**src/rtl/rto_pkg.sv**
```systemverilog
package rto_pkg;

    localparam int RTO_CNT_W = 24;

    // Per-cycle events that steer the bit-period counter
    typedef struct packed {
        logic enable;
        logic start_seen;
        logic char_done;
        logic bit_tick;
    } rto_ev_t;

endpackage

```
**src/rtl/rto_counter.sv**
```systemverilog
module rto_counter
    import rto_pkg::*;
#(
    parameter int CNT_W = RTO_CNT_W
) (
    input  logic             clk,
    input  logic             rst_n,
    input  rto_ev_t          ev,
    input  logic             hit,
    output logic             armed,
    output logic [CNT_W-1:0] count
);

    localparam logic [CNT_W-1:0] CNT_MAX = '1;

    typedef struct packed {
        logic             armed;
        logic [CNT_W-1:0] count;
    } cnt_st_t;

    cnt_st_t st_d, st_q;

    always_comb begin
        st_d = st_q;
        if (!ev.enable) begin
            st_d = '0;
        end else if (ev.start_seen) begin
            st_d = '0;
        end else if (ev.char_done) begin
            st_d.armed = 1'b1;
            st_d.count = '0;
        end else if (hit) begin
            st_d.armed = 1'b0;
        end else if (st_q.armed && ev.bit_tick && st_q.count != CNT_MAX) begin
            st_d.count = st_q.count + 1'b1;
        end
    end

    always_ff @(posedge clk or negedge rst_n) begin
        if (!rst_n) st_q <= '0;
        else        st_q <= st_d;
    end

    assign armed = st_q.armed;
    assign count = st_q.count;

    AST_START_CLEARS: assert property (@(posedge clk) disable iff (!rst_n)
        (ev.enable && ev.start_seen) |=> (count == '0 && !armed));

    AST_IDLE_WHEN_OFF: assert property (@(posedge clk) disable iff (!rst_n)
        !ev.enable |=> (count == '0 && !armed));

    AST_TICK_STEP: assert property (@(posedge clk) disable iff (!rst_n)
        (ev.enable && armed && ev.bit_tick && !ev.start_seen && !ev.char_done
         && !hit && count != CNT_MAX) |=> (count == $past(count) + 1'b1));

    AST_NO_COUNT_DISARMED: assert property (@(posedge clk) disable iff (!rst_n)
        (!armed && !ev.char_done) |=> (count == '0 || $stable(count)));

endmodule

```
**src/rtl/rto_compare.sv**
```systemverilog
module rto_compare #(
    parameter int CNT_W = 24
) (
    input  logic             enable,
    input  logic             start_seen,
    input  logic             armed,
    input  logic [CNT_W-1:0] count,
    input  logic [CNT_W-1:0] limit,
    output logic             hit
);

    // Continuous compare: a lowered limit fires as soon as it is seen
    always_comb begin
        hit = enable && armed && !start_seen && (count >= limit);
    end

endmodule

```
**src/rtl/rto_flag.sv**
```systemverilog
module rto_flag (
    input  logic clk,
    input  logic rst_n,
    input  logic hit,
    input  logic flag_clr,
    input  logic irq_en,
    output logic flag,
    output logic irq
);

    typedef struct packed {
        logic flag;
    } flg_st_t;

    flg_st_t st_d, st_q;

    always_comb begin
        st_d = st_q;
        if (flag_clr) st_d.flag = 1'b0;
        if (hit)      st_d.flag = 1'b1;
    end

    always_ff @(posedge clk or negedge rst_n) begin
        if (!rst_n) st_q <= '0;
        else        st_q <= st_d;
    end

    assign flag = st_q.flag;
    assign irq  = st_q.flag & irq_en;

    AST_FLAG_STICKY: assert property (@(posedge clk) disable iff (!rst_n)
        (flag && !flag_clr) |=> flag);

    AST_FLAG_CLEARS: assert property (@(posedge clk) disable iff (!rst_n)
        (flag_clr && !hit) |=> !flag);

    AST_SET_WINS: assert property (@(posedge clk) disable iff (!rst_n)
        hit |=> flag);

endmodule

```
**src/rtl/rx_idle_timeout.sv**
```systemverilog
module rx_idle_timeout
    import rto_pkg::*;
#(
    parameter int CNT_W = RTO_CNT_W
) (
    input  logic             clk,
    input  logic             rst_n,
    input  logic             enable,
    input  logic             irq_en,
    input  logic             bit_tick,
    input  logic             char_done,
    input  logic             start_seen,
    input  logic [CNT_W-1:0] limit,
    input  logic             flag_clr,
    output logic             timeout_flag,
    output logic             timeout_irq
);

    rto_ev_t          ev;
    logic             hit;
    logic             armed;
    logic [CNT_W-1:0] count;

    always_comb begin
        ev.enable     = enable;
        ev.start_seen = start_seen;
        ev.char_done  = char_done;
        ev.bit_tick   = bit_tick;
    end

    rto_counter #(.CNT_W(CNT_W)) i_counter (
        .clk   (clk),
        .rst_n (rst_n),
        .ev    (ev),
        .hit   (hit),
        .armed (armed),
        .count (count)
    );

    rto_compare #(.CNT_W(CNT_W)) i_compare (
        .enable     (enable),
        .start_seen (start_seen),
        .armed      (armed),
        .count      (count),
        .limit      (limit),
        .hit        (hit)
    );

    rto_flag i_flag (
        .clk      (clk),
        .rst_n    (rst_n),
        .hit      (hit),
        .flag_clr (flag_clr),
        .irq_en   (irq_en),
        .flag     (timeout_flag),
        .irq      (timeout_irq)
    );

    AST_STOP_ON_TIMEOUT: assert property (@(posedge clk) disable iff (!rst_n)
        ($rose(timeout_flag) && !$past(char_done)) |-> !armed);

    AST_IRQ_FOLLOWS: assert property (@(posedge clk) disable iff (!rst_n)
        timeout_irq |-> (timeout_flag && irq_en));

endmodule

```
**config.mk**
```make
export PLATFORM = sky130hd
export DESIGN_NAME = rx_idle_timeout
export DESIGN_NICKNAME = d
export VERILOG_FILES = /design/src/rtl/rto_pkg.sv /design/src/rtl/rto_counter.sv /design/src/rtl/rto_compare.sv /design/src/rtl/rto_flag.sv /design/src/rtl/rx_idle_timeout.sv
export SDC_FILE = /design/constraint.sdc
export NUM_CORES = 1
export LEC_CHECK = 0
export CORE_ASPECT_RATIO = 1.1
export CORE_MARGIN = 8
export CORE_UTILIZATION = 45
export DETAILED_ROUTE_END_ITERATION = 6
export DONT_BUFFER_PORTS = 1
export SETUP_SLACK_MARGIN = 0.2
export SYNTH_ARGS = -nofsm -noshare
export SYNTH_HDL_FRONTEND = slang
export SYNTH_SLANG_ARGS = --single-unit
```
**constraint.sdc**
```tcl
create_clock -name clk -period 3.4 [get_ports clk]
set_clock_uncertainty 0.2 [all_clocks]
set_input_delay 1.02 -clock clk [delete_from_list [all_inputs] [get_ports clk]]
set_output_delay 1.02 -clock clk [all_outputs]
set_load 0.02 [all_outputs]
```
Word-level counts from Yosys, hierarchy flattened:

Index checks and enable logic that the tools add are counted.

* register bits after elaboration: 26
* ROM bits: 0
* bits in writable memories: 0
* input bits: 32
* memories: 0
* bits in latches: 0
* output and inout bits: 2

* equality and inequality tests: 4
* magnitude comparators: 1
* divide/modulo/power cells: 0
* muxes and demuxes: 8
* multiply operators: 0
* add/sub/neg operators: 1
* bitwise operators: 1
* shift-type cells: 0
* reduce and logical (&&, ||, !) cells: 8

Operators with widths (count)
* 25-bit 2-to-1 mux: 3
* 24-bit 2-to-1 mux: 2
* 24-bit by 1-bit adder with 24-bit output (second input constant): 1
* 24-bit >= comparator: 1
* 24-bit inequality test (second input constant): 1
* 4-bit by 1-bit inequality test with 1-bit output (second input constant): 2
* 1-bit logical AND: 5
* 4-bit inequality test (second input constant): 1
* 1-bit 2-to-1 mux: 3
* 2-bit AND reduction: 1
* 2-bit nonzero test: 1
* 1-bit bitwise AND: 1
* 1-bit zero test: 1

Logic depth before layout (Yosys ltp):

* depth after elaboration: 7
* depth in mapped cells: 10
* depth with buffers taken out: 9

Modules after synthesis:

From an unflattened synthesis, not the netlist that was laid out.

* cells, all modules: 237
* area, all modules: 2074.5 um^2

Modules (own cells, without submodules)
* rto_counter: cells each 147, seq. area each 625.6 um^2, instances 1, area an instance 1428.9 um^2
* rto_compare: cells each 86, seq. area each 0.0 um^2, instances 1, area an instance 603.1 um^2
* rto_flag: cells each 4, seq. area each 25.0 um^2, instances 1, area an instance 42.5 um^2

Worst setup path before layout:

No wires, ideal clock.

* kind: input -> register
* from: input port limit[23]
* to: register i_counter.st_q, in the netlist i_counter.count[13]
* path buffers: 1
* arrival: 2.665 ns
* setup time: 0.132 ns
* setup slack: 0.403 ns
* stages on the path: 10
* cell sequence: inv_1 -> ha_1 -> nand4_1 -> nor4_1 -> a21oi_1 -> o2111ai_4 -> buf_8 -> nor4_2 -> xnor2_1 -> nor2_1

* word-level cells in the longest chain between the ends: 4

RTL lines
* from (decl): RTL line rx_idle_timeout.sv:13 `input logic [CNT_W-1:0] limit,`
* 24-bit >= comparator: RTL line rto_compare.sv:14 `hit = enable && armed && !start_seen && (count >= limit);`
* 1-bit logical AND: RTL line rto_compare.sv:14
* 4-bit inequality test (no source line)
* 2-bit AND reduction (no source line)
* to (signal assigned): RTL line rto_counter.sv:41 `else st_q <= st_d;`
* to (decl): RTL line rto_counter.sv:21 `cnt_st_t st_d, st_q;`

Every way passes these cells.
A chain may end at the register's enable or synchronous reset.

Worst setup path after layout:

* from: input port limit[19]
* to: register i_counter.st_q, in the netlist i_counter.count[9]

The elaborated chain is that of the path after synthesis.

==> out/metrics.yaml <==
cts_made_buffers: 3
ctsRootBufferMaster: "clkbuf_8"
rsz0062_at_grt: "false"
drive_above_1_share_pct: 17.5
syn_inst: 243
hold_path_class: "input port to async pin"
pin_count: 34
synth.largest_area_cell: "dfrtp_1"
ys_seq_area_share_pct: 30.0
die_h_um: 88.8
grt_pass1_wl_mm: 7.60
final-max-slew-violation-count: 0
synth_top_area_share_pct: 30.0
ys_seq_elements: 26
antenna_cells: 0
start_util_pct: 46.6
cp_data_required_time_ns: 3.34
cap_viol_max_count: 0
num_rows: 26
report.final.hold_viol_count: 0
cts_tree: "yes"
drc: 0
cp-end-kind: "register"
grt_overflow: 0
cts_buffer_depth: 2
setup_viol: 0
yosysWarnings: 0
antenna_found_initial: 0
crit_type: "input port to register"
drt_iter0_drc: 51
cellLeakagePower_nw: 0.943
grt_pass1_vias: 1638
core_area_um2: 4650
grt_usage_pct: 13.1
clk_latency_ns: 0.27
synth.area.top_cells: "dfrtp_1, ha_1, xnor2_1"
vdd_drop_max_v: 0.0000992
dieArea_um2: 7300
syn-mean-instance-area_um2: 8.92
vias: 1609
ff2ff_path_depth: 9
r2r-start: "i_counter.count[2]"
fmax_ghz: 0.338
status: "complete, no violations"
wirelength_mm: 4.36
drtAntennaViolNets: 0
htreeDepth: 1
wl_per_cell_um: 14.4
setup_tns_ns: 0
grt_max_degree: 27
r2r_end: "i_counter.count[19]"
synth.distinct_cells: 38
worstMarginPinSlew_ns: 0.532
worst_setup_path_start_kind: "input port"
dp_cells: 298
gp_congestion: 0.797
synth_fp_nets: 300
cellPowerDensity_nw_per_um2: 240
clkTransAtPathRegs_ns: 0.10
die_w_um: 82.2
post-route-min-period_ns: 2.96
nets: 304
portBuffers: 0
first_pass_iters: 4
cts.sinks: 26
post_cts_buffers: 0
cp.arrival_ns: 2.90
via_per_inst: 5.33
slew_headroom_pct: 64.5
syn2layout_area_growth_pct: 5.66
timing.final.crit_share_pct: 87.1
dpl.hpwl_mm: 3.47
netlist_area_um2: 2170
crit_fanout: 10
instances_no_fill: 302
ff2ff_setup_slack_ns: 0.74
==> report_power, final <==
part | internal, W | switching (W)
registers | 0.000310 | 0.000000516
clock network | 0.000104 | 0.000101
logic | 0.0000137 | 0.0000217
total | 0.000427 | 0.000123
==> metal layers <==
layer / vias to the layer above / track usage (%) / wire [µm]
met4: 0 / 3.51 / 61
met5: - / 0 / 0
li1: 836 / - / -
met2: 23 / 22.1 / 2190
met1: 744 / 16.9 / 2010
met3: 6 / 1.63 / 97
==> through the flow <==
stage	hold slack (ns)	util, %	instance area (µm²)	worst slack [ns]	power, W
global placement	0.353	48.0	2230	0.142	0.000351
finish	0.229	49.2	2290	0.440	0.000550
detailed placement	0.360	48.0	2230	0.106	0.000352
floorplan	0.334	-	2170	0.403	0.000346
global route	0.217	49.2	2290	0.261	0.000573
CTS	0.223	49.2	2290	0.396	0.000559
==> critical path, cell delays in order <==
cell and delay (ns):
inv_1 0.02, ha_1 0.32, a21oi_1 0.16, o21a_1 0.16, a2bb2oi_2 0.20, o2111ai_4 0.26
buf_4 0.26, nor4_2 0.30, xnor2_1 0.16, nor2_1 0.05
==> state kept, by name (all words and copies together), names as in the netlist <==
signal           cells
i_counter.count     24
i_counter.armed      1
i_flag.flag          1
==> layout make-up <==
| cell class | instances | area (µm²) |
|---|---|---|
| clock buffers | 4 | 55.1 |
| inverters | 32 | 120 |
| repair buffers | 6 | 45.0 |
| fillers | 462 | 2360 |
| multi-input cells | 178 | 1350 |
| flip-flops and latches | 26 | 651 |
| well taps | 56 | 70.1 |
==> worst max-delay path by stage <==
stage,startpoint,end,slack (ns),cells past startpoint
finish,limit[19],i_counter.count[9],0.44,10
detailed placement,limit[9],i_counter.count[9],0.11,10
CTS,limit[9],i_counter.count[9],0.40,10
global placement,limit[9],i_counter.count[11],0.14,10
floorplan,limit[23],i_counter.count[13],0.40,10
global route,limit[23],i_counter.count[7],0.26,11
==> logic make-up (layout without fill, tap and decap cells) <==
group           Yosys count  after routing  synth area share [%]
fa+ha+maj                25             25                  14.4
simple gates            103            103                  30.4
compound gates           29             29                  8.83
buf+inv                  39             42                  7.91
flops                    26             26                  30.0
xor+xnor                 21             21                  8.48
==> synth_stat cells <==
cell / instances
a211oi_1: 1
a21o_1: 2
a21oi_1: 15
a2bb2oi_2: 1
and2_1: 3
and2_4: 1
and3_1: 1
and4_4: 1
buf_2: 2
buf_8: 2
clkbuf_1: 3
dfrtp_1: 26
ha_1: 25
inv_1: 32
nand2_1: 20
nand3_1: 9
nand3_2: 2
nand3b_1: 1
nand4_1: 4
nand4_2: 2
nor2_1: 28
nor2_2: 1
nor2b_1: 3
nor3_1: 1
nor3_2: 6
nor3_4: 1
nor3b_1: 1
nor4_1: 3
nor4_2: 13
o2111ai_4: 1
o21a_1: 1
o21ai_0: 4
o21ai_1: 2
o21ai_2: 1
o22ai_1: 1
or2_2: 1
or3b_2: 1
xnor2_1: 21
==> repair_timing <==
action,CTS,global route
hold endpoints to repair,0,0
setup endpoints to repair,0,2
hold buffers,0,0
gates resized for setup,0,1
==> cell usage in the layout, fill, tap and decap left out, types with 4 or more instances in the layout <==
cell / Yosys / final
nand2_1: 20 / 20
clkbuf_8: 0 / 4
ha_1: 25 / 25
nor2_1: 28 / 28
nor4_2: 13 / 13
inv_1: 32 / 32
dfrtp_1: 26 / 26
a21oi_1: 15 / 14
nor3_2: 6 / 6
o21ai_0: 4 / 4
xnor2_1: 21 / 21
nand3_1: 9 / 9
buf_4: 0 / 6
nand4_1: 4 / 4
(Power assumes the default switching activity.)
